`config.mk`:
```
export PLATFORM = sky130hd
export DESIGN_NAME = irqc_top
export DESIGN_NICKNAME = d
export VERILOG_FILES = /design/src/rtl/irqc_pkg.sv /design/src/rtl/irqc_decode.sv /design/src/rtl/irqc_enable.sv /design/src/rtl/irqc_status.sv /design/src/rtl/irqc_top.sv
export SDC_FILE = /design/constraint.sdc
export NUM_CORES = 1
export LEC_CHECK = 0
export ABC_CLOCK_PERIOD_IN_PS = 1500
export BUFFER_PORTS_ARGS = -buffer_cell sky130_fd_sc_hd__buf_2
export CAP_MARGIN = 20
export CORE_AREA = 2 2 54 56
export CTS_BUF_LIST = sky130_fd_sc_hd__clkbuf_8
export DETAILED_ROUTE_END_ITERATION = 6
export DIE_AREA = 0 0 56 58
export GPL_TIMING_DRIVEN = 0
export PLACE_DENSITY = 0.76
export SYNTH_ARGS = -nofsm -noshare
export SYNTH_HDL_FRONTEND = slang
export SYNTH_SLANG_ARGS = --single-unit
```
`constraint.sdc`:
```
create_clock -name clk -period 1.5 [get_ports clk]
set_clock_uncertainty 0.15 [all_clocks]
set_input_delay 0.075 -clock clk [delete_from_list [all_inputs] [get_ports clk]]
set_output_delay 0.075 -clock clk [all_outputs]
set_load 0.005 [all_outputs]
```
`src/rtl/irqc_pkg.sv`:
```
package irqc_pkg;
  localparam int ADDR_W = 8;
  localparam logic [ADDR_W-1:0] OFS_RAW   = 8'h20;
  localparam logic [ADDR_W-1:0] OFS_PEND  = 8'h24;
  localparam logic [ADDR_W-1:0] OFS_ENSET = 8'h28;
  localparam logic [ADDR_W-1:0] OFS_ENCLR = 8'h2C;
  localparam int WORD_DONE_BIT = 1;

  typedef struct packed {
    logic raw;
    logic pend;
    logic en_set;
    logic en_clr;
  } sel_t;

  function automatic sel_t decode_addr(input logic [ADDR_W-1:0] a);
    sel_t s;
    s.raw    = (a == OFS_RAW);
    s.pend   = (a == OFS_PEND);
    s.en_set = (a == OFS_ENSET);
    s.en_clr = (a == OFS_ENCLR);
    return s;
  endfunction
endpackage

```
`src/rtl/irqc_decode.sv`:
```
module irqc_decode
  import irqc_pkg::*;
#(
  parameter int DATA_W  = 32,
  parameter int NUM_SRC = 8
) (
  input  logic               bus_wr,
  input  logic [ADDR_W-1:0]  bus_addr,
  input  logic [DATA_W-1:0]  bus_wdata,
  output sel_t               sel,
  output logic [NUM_SRC-1:0] en_set_mask,
  output logic [NUM_SRC-1:0] en_clr_mask,
  output logic [NUM_SRC-1:0] pend_clr_mask,
  output logic               raw_wr
);
  logic [NUM_SRC-1:0] wbits;

  assign sel   = decode_addr(bus_addr);
  assign wbits = bus_wdata[NUM_SRC-1:0];

  always_comb begin
    en_set_mask   = (bus_wr && sel.en_set) ? wbits : '0;
    en_clr_mask   = (bus_wr && sel.en_clr) ? wbits : '0;
    pend_clr_mask = (bus_wr && sel.pend)   ? wbits : '0;
    raw_wr        = bus_wr && sel.raw;
  end

  generate
    if (DATA_W > NUM_SRC) begin : g_hi
      logic unused_hi;
      assign unused_hi = ^bus_wdata[DATA_W-1:NUM_SRC];
    end
  endgenerate
endmodule

```
`src/rtl/irqc_enable.sv`:
```
module irqc_enable #(
  parameter int NUM_SRC = 8
) (
  input  logic               clk,
  input  logic               rst_n,
  input  logic [NUM_SRC-1:0] set_mask,
  input  logic [NUM_SRC-1:0] clr_mask,
  output logic [NUM_SRC-1:0] en_q
);
  function automatic logic [NUM_SRC-1:0] next_en(
    input logic [NUM_SRC-1:0] cur,
    input logic [NUM_SRC-1:0] s,
    input logic [NUM_SRC-1:0] c);
    return (cur | s) & ~c;
  endfunction

  always_ff @(posedge clk) begin
    if (!rst_n) en_q <= '0;
    else        en_q <= next_en(en_q, set_mask, clr_mask);
  end
endmodule

```
`src/rtl/irqc_status.sv`:
```
module irqc_status #(
  parameter int NUM_SRC = 8
) (
  input  logic               clk,
  input  logic               rst_n,
  input  logic [NUM_SRC-1:0] evt_in,
  input  logic [NUM_SRC-1:0] clr_mask,
  output logic [NUM_SRC-1:0] raw_q
);
  function automatic logic next_bit(input logic cur, input logic evt, input logic clr);
    return evt | (cur & ~clr);
  endfunction

  generate
    for (genvar i = 0; i < NUM_SRC; i++) begin : g_bit
      always_ff @(posedge clk) begin
        if (!rst_n) raw_q[i] <= 1'b0;
        else        raw_q[i] <= next_bit(raw_q[i], evt_in[i], clr_mask[i]);
      end
    end
  endgenerate
endmodule

```
`src/rtl/irqc_top.sv`:
```
module irqc_top
  import irqc_pkg::*;
#(
  parameter int DATA_W  = 32,
  parameter int NUM_SRC = 8
) (
  input  logic               clk,
  input  logic               rst_n,
  input  logic               bus_wr,
  input  logic [7:0]         bus_addr,
  input  logic [DATA_W-1:0]  bus_wdata,
  output logic [DATA_W-1:0]  bus_rdata,
  input  logic [NUM_SRC-1:0] evt_in,
  output logic               irq_out
);
  sel_t               sel;
  logic [NUM_SRC-1:0] en_set_w, en_clr_w, pend_clr_w;
  logic               raw_wr_w;
  logic [NUM_SRC-1:0] raw_q, en_q, pend_w;

  irqc_decode #(.DATA_W(DATA_W), .NUM_SRC(NUM_SRC)) u_dec (
    .bus_wr(bus_wr), .bus_addr(bus_addr), .bus_wdata(bus_wdata),
    .sel(sel), .en_set_mask(en_set_w), .en_clr_mask(en_clr_w),
    .pend_clr_mask(pend_clr_w), .raw_wr(raw_wr_w));

  irqc_enable #(.NUM_SRC(NUM_SRC)) u_en (
    .clk(clk), .rst_n(rst_n), .set_mask(en_set_w), .clr_mask(en_clr_w), .en_q(en_q));

  irqc_status #(.NUM_SRC(NUM_SRC)) u_st (
    .clk(clk), .rst_n(rst_n), .evt_in(evt_in), .clr_mask(pend_clr_w), .raw_q(raw_q));

  assign pend_w  = raw_q & en_q;
  assign irq_out = |pend_w;

  always_comb begin
    bus_rdata = '0;
    unique case (1'b1)
      sel.raw:                bus_rdata[NUM_SRC-1:0] = raw_q;
      sel.pend:               bus_rdata[NUM_SRC-1:0] = pend_w;
      sel.en_set, sel.en_clr: bus_rdata[NUM_SRC-1:0] = en_q;
      default:                bus_rdata = '0;
    endcase
  end
endmodule

```
### Word level (Yosys, flattened, before mapping)

Cells that the tools add are included.

* input bits: 51
* word-level logic and storage cells: 50
* bits in registers: 16
* RAM bits: 0
* latch bits: 0
* memories: 0
* bits in read-only memories: 0
* output and inout bits: 33

* order comparisons: 0
* div/mod/pow operators: 0
* equal/unequal tests: 4
* shifts and indexed selects: 0
* $add $sub $neg: 0
* bitwise gates (word level): 28
* multiply operators: 0
* muxes and demuxes: 4
* reduce and logical (&&, ||, !) cells: 5

Operator list (count)
* $eq 8x6->1 const B: 4
* $mux 8: 3
* $pmux 8 s3: 1
* $and 8x8->8: 2
* $and 1x1->1: 8
* $not 1->1: 8
* $not 8->8: 1
* $or 1x1->1: 8
* $or 8x8->8: 1
* $reduce_or 8->1: 1
* $logic_and 1x1->1: 3
* $reduce_or 2->1: 1

### Depth between registers and ports, before layout

* depth after elaboration: 6
* depth in mapped cells: 4
* gate-level depth less buffers: 3

### Modules after synthesis

Synthesis repeated with hierarchy kept, for this count alone.

* cell total of the unflattened synthesis: 160
* area, all modules: 1430.1 um^2

By module, submodules not included
* irqc_top: seq. area each 0.0 um^2, instances 1, cells each 52, area each 404.1 um^2
* irqc_decode: seq. area each 0.0 um^2, instances 1, cells each 59, area each 397.9 um^2
* irqc_status: seq. area each 160.2 um^2, instances 1, cells each 25, area each 337.8 um^2
* irqc_enable: seq. area each 160.2 um^2, instances 1, cells each 24, area each 290.3 um^2

### Worst setup path before layout

Ideal clock, no wire load.

* path kind: input to register
* from: in bus_addr[7]
* to: reg u_st.raw_q[0]
* setup time: 0.137 ns
* arrival time: 0.961 ns
* cell stages on the path: 4
* slack: 0.252 ns
* buffers on the path: 1
* data required time: 1.213 ns
* path through: nor4_4 and3b_1 buf_6 a41oi_1

* word-level cells in the longest chain between the ends: 6

Ends and longest elaborated chain
* start, declared: RTL line irqc_top.sv:10 `input logic [7:0] bus_addr,`
* $eq 8x6->1: RTL line irqc_pkg.sv:19 `s.pend = (a == OFS_PEND);`
* $logic_and 1x1->1: RTL line irqc_decode.sv:24 `pend_clr_mask = (bus_wr && sel.pend) ? wbits : '0;`
* $mux 8: RTL line irqc_decode.sv:24
* $not 1->1: RTL line irqc_status.sv:11 `return evt | (cur & ~clr);`
* $and 1x1->1: RTL line irqc_status.sv:11
* $or 1x1->1: RTL line irqc_status.sv:11
* end signal, assigned by index: RTL line irqc_status.sv:18 `else raw_q[i] <= next_bit(raw_q[i], evt_in[i], clr_mask[i]);`
* end, declared: RTL line irqc_status.sv:8 `output logic [NUM_SRC-1:0] raw_q`

Every way passes these cells.
A chain may end at the register's enable or synchronous reset.

==> reports/results.ini <==
[detailed_routing]
via_per_inst = 4.614
route.top_layer_used = met4
drcViolationCount = 0
dr.pass1.iters = 4
wl_met3_um = 287
finalWirelength_um = 2625
met2WireLength_um = 1183
vias = 1075
avgRoutedWirePerCell_um = 11.27
drt_iter0_drc = 20
antenna_left = 0
m1WireLength_um = 1131

[sta]
rsz0062_at_grt = no
hold_viol = 0
period_minus_slack_ns = 1.316
min_period_over_period_pct = 87.72
slew_viol_final = 0
setup_viol = 0
max_freq_ghz = 0.7600
worst_slack_ns = 0.1842

[layout]
drive_above_1_share_pct = 34.16
syn2layout_area_growth_pct = 51.67
finalNetCount = 255
final_core_util_pct = 57.66
multi_input_area_um2 = 539.3
mostFrequentLayoutCell = buf_2
seq_area_um2 = 320.3
final_cell_mix = buf_2 (36), buf_4 (25), conb_1 (24), dlygate4sd3_1 (17), dfxtp_1 (16)
fillCellCount = 251
diodes = 0
final_area_mm2 = 0.001535

[die]
num_rows = 19
die-area_mm2 = 0.003248
coreArea_mm2 = 0.002663
die_w_um = 56
initial_core_util_pct = 38.02
io_pins = 84
fp.dieH_um = 58

[cts]
cts_tree = yes
numCtsBuffers = 3
cts-htree-levels = 1
clkLatencyLatePin_ns = 0.25
cts_root_buf = clkbuf_8
clk_pin_slew_ns = 0.06
cts.path.max_buffers = 2
cts.sinks = 16

[min_path]
min_path_cells = 5
hold_path.class = primary input to flop

[setup_path]
worst_setup_path_start_kind = primary input
required_ns = 1.47
path_delay_family = buffers and inverters
worstSetupEndpointType = flop
path_class = primary input to flop
path_depth = 5
path_buf_inv = 3
slowest_delay_ns = 0.53
path_cells = dlygate4sd3_1 -> buf_2 -> nand2b_1 -> buf_1 -> mux2i_1
crit_fanout = 8
ff2ff_path_depth = 2
cp_data_arrival_time_ns = 1.28
crit_path_top_delay_cell = dlygate4sd3_1

[grt]
grt_max_degree = 11
grt_first_pass_wirelength_um = 4519
antenna_found_initial = 0
grt_pass1_vias = 1035
grt.total_usage_pct = 17.56
grt-ovfl-total = 0

[place]
dpl.hpwl_um = 1823
portBuffers = 35
pre_cts_ws_ns = -0.09264
post_dp_cell_area_mm2 = 0.001313
globalplace.congestion = 0.7631

[logic_synthesis]
syn_inst = 123
syn_avg_cell_area_um2 = 8.229
ys_warn_count = 0
syn-cell-area_mm2 = 0.001012
synth_cell_types = 22
seq_area_frac_synth_pct = 31.64
ys_ff_latch = 16

[power]
ir_drop_v = 0.0004995
pwr_density_cell_mw_per_mm2 = 637.8
leakagePower_nw = 0.8104

[outcome]
status = finished clean

[flow_run]
cap_violations = 0

-- cell usage after synthesis --
library cell	instances	area share [%]
buf_2	1	0.49
dfxtp_1	16	32
o22ai_1	8	4.9
nor2_1	9	3.3
inv_1	8	3.0
nand2_1	8	3.0
nand2b_1	1	0.62
buf_4	24	18
nand4_1	1	0.62
nand3_1	8	4.0
conb_1	1	0.37
nand3b_2	1	1.1
and3b_1	2	1.7
o21ai_0	8	4.0
buf_1	1	0.37
a22oi_1	4	3.0
and4b_1	1	0.99
buf_6	1	1.1
mux2i_1	8	7.9
a41oi_1	8	6.9
nor4_4	1	2.1
clkbuf_1	3	1.1
-- metal layers --
layer / global-route usage (%) / vias to the layer above
met4: 5.102 / 0
met5: 0 / -
li1: - / 549
met2: 30.42 / 62
met3: 3.348 / 2
met1: 22.33 / 462
-- flip-flops by register name, summed over array words and instances, names as in the netlist --
name        count
u_en.en_q       8
u_st.raw_q      8
-- what timing repair did --
item | in CTS | in global routing
hold endpoints to repair | 16 | 0
resized for setup | 0 | 3
hold buffers | 17 | 0
pin swaps | 1 | 0
buffers inserted | 1 | 0
setup endpoints to repair | 8 | 9
-- kinds of logic after synthesis --
| logic type | share of synthesized area, % |
|---|---|
| AOI/OAI and AO/OA | 18.79 |
| buffers and inverters | 23.86 |
| DFF | 31.64 |
| muxes | 7.911 |
| other | 0.3705 |
| and+or+nand+nor | 17.43 |
-- metrics by stage --
stage | setup TNS (ns) | hold WS (ns) | cells | total power [W]
after CTS | 0 | 0.1978 | 233 | 0.0009801
after global routing | 0 | 0.2226 | 233 | 0.001027
after global placement | -1.010 | 0.1504 | 212 | 0.0006274
final | 0 | 0.2082 | 233 | 0.0009792
after detailed placement | -1.070 | 0.1493 | 212 | 0.0006281
after floorplan | 0 | 0.04608 | 146 | 0.0005670
-- worst reg2reg max path, stage by stage (launching register included) --
cell and delay, ns:
dfxtp_1 0.37, o21ai_0 0.10, a41oi_1 0.15
-- path summary, 6_finish.rpt --
| kind | start | endpoint | slack [ns] |
|---|---|---|---|
| setup / recovery | rst_n | u_en.en_q[5] | 0.18 |
| hold reg to reg | u_en.en_q[2] | u_en.en_q[2] | 0.33 |
| hold / removal | bus_addr[7] | u_en.en_q[4] | 0.21 |
| setup reg to reg | u_st.raw_q[2] | u_st.raw_q[2] | 0.65 |
-- layout make-up --
| class | instances | share of cell area (%) |
|---|---|---|
| Inverter | 8 | 1.956 |
| Timing Repair Buffer | 53 | 22.98 |
| Buffer | 30 | 13.85 |
| Tap cell | 31 | 2.526 |
| Clock buffer | 3 | 2.689 |
| Sequential cell | 16 | 20.86 |
| Multi-Input combinational cell | 92 | 35.13 |
-- where the power goes --
group / total [W] / switching, W / internal, W / leakage [nW]
Sequential: 0.000453 / 0.0000123 / 0.000441 / 0.132
Clock: 0.000320 / 0.000142 / 0.000178 / 0.0216
Combinational: 0.000206 / 0.0000869 / 0.000119 / 0.657
Total: 0.000979 / 0.000241 / 0.000738 / 0.810
Power figures use the tool's default switching activity.
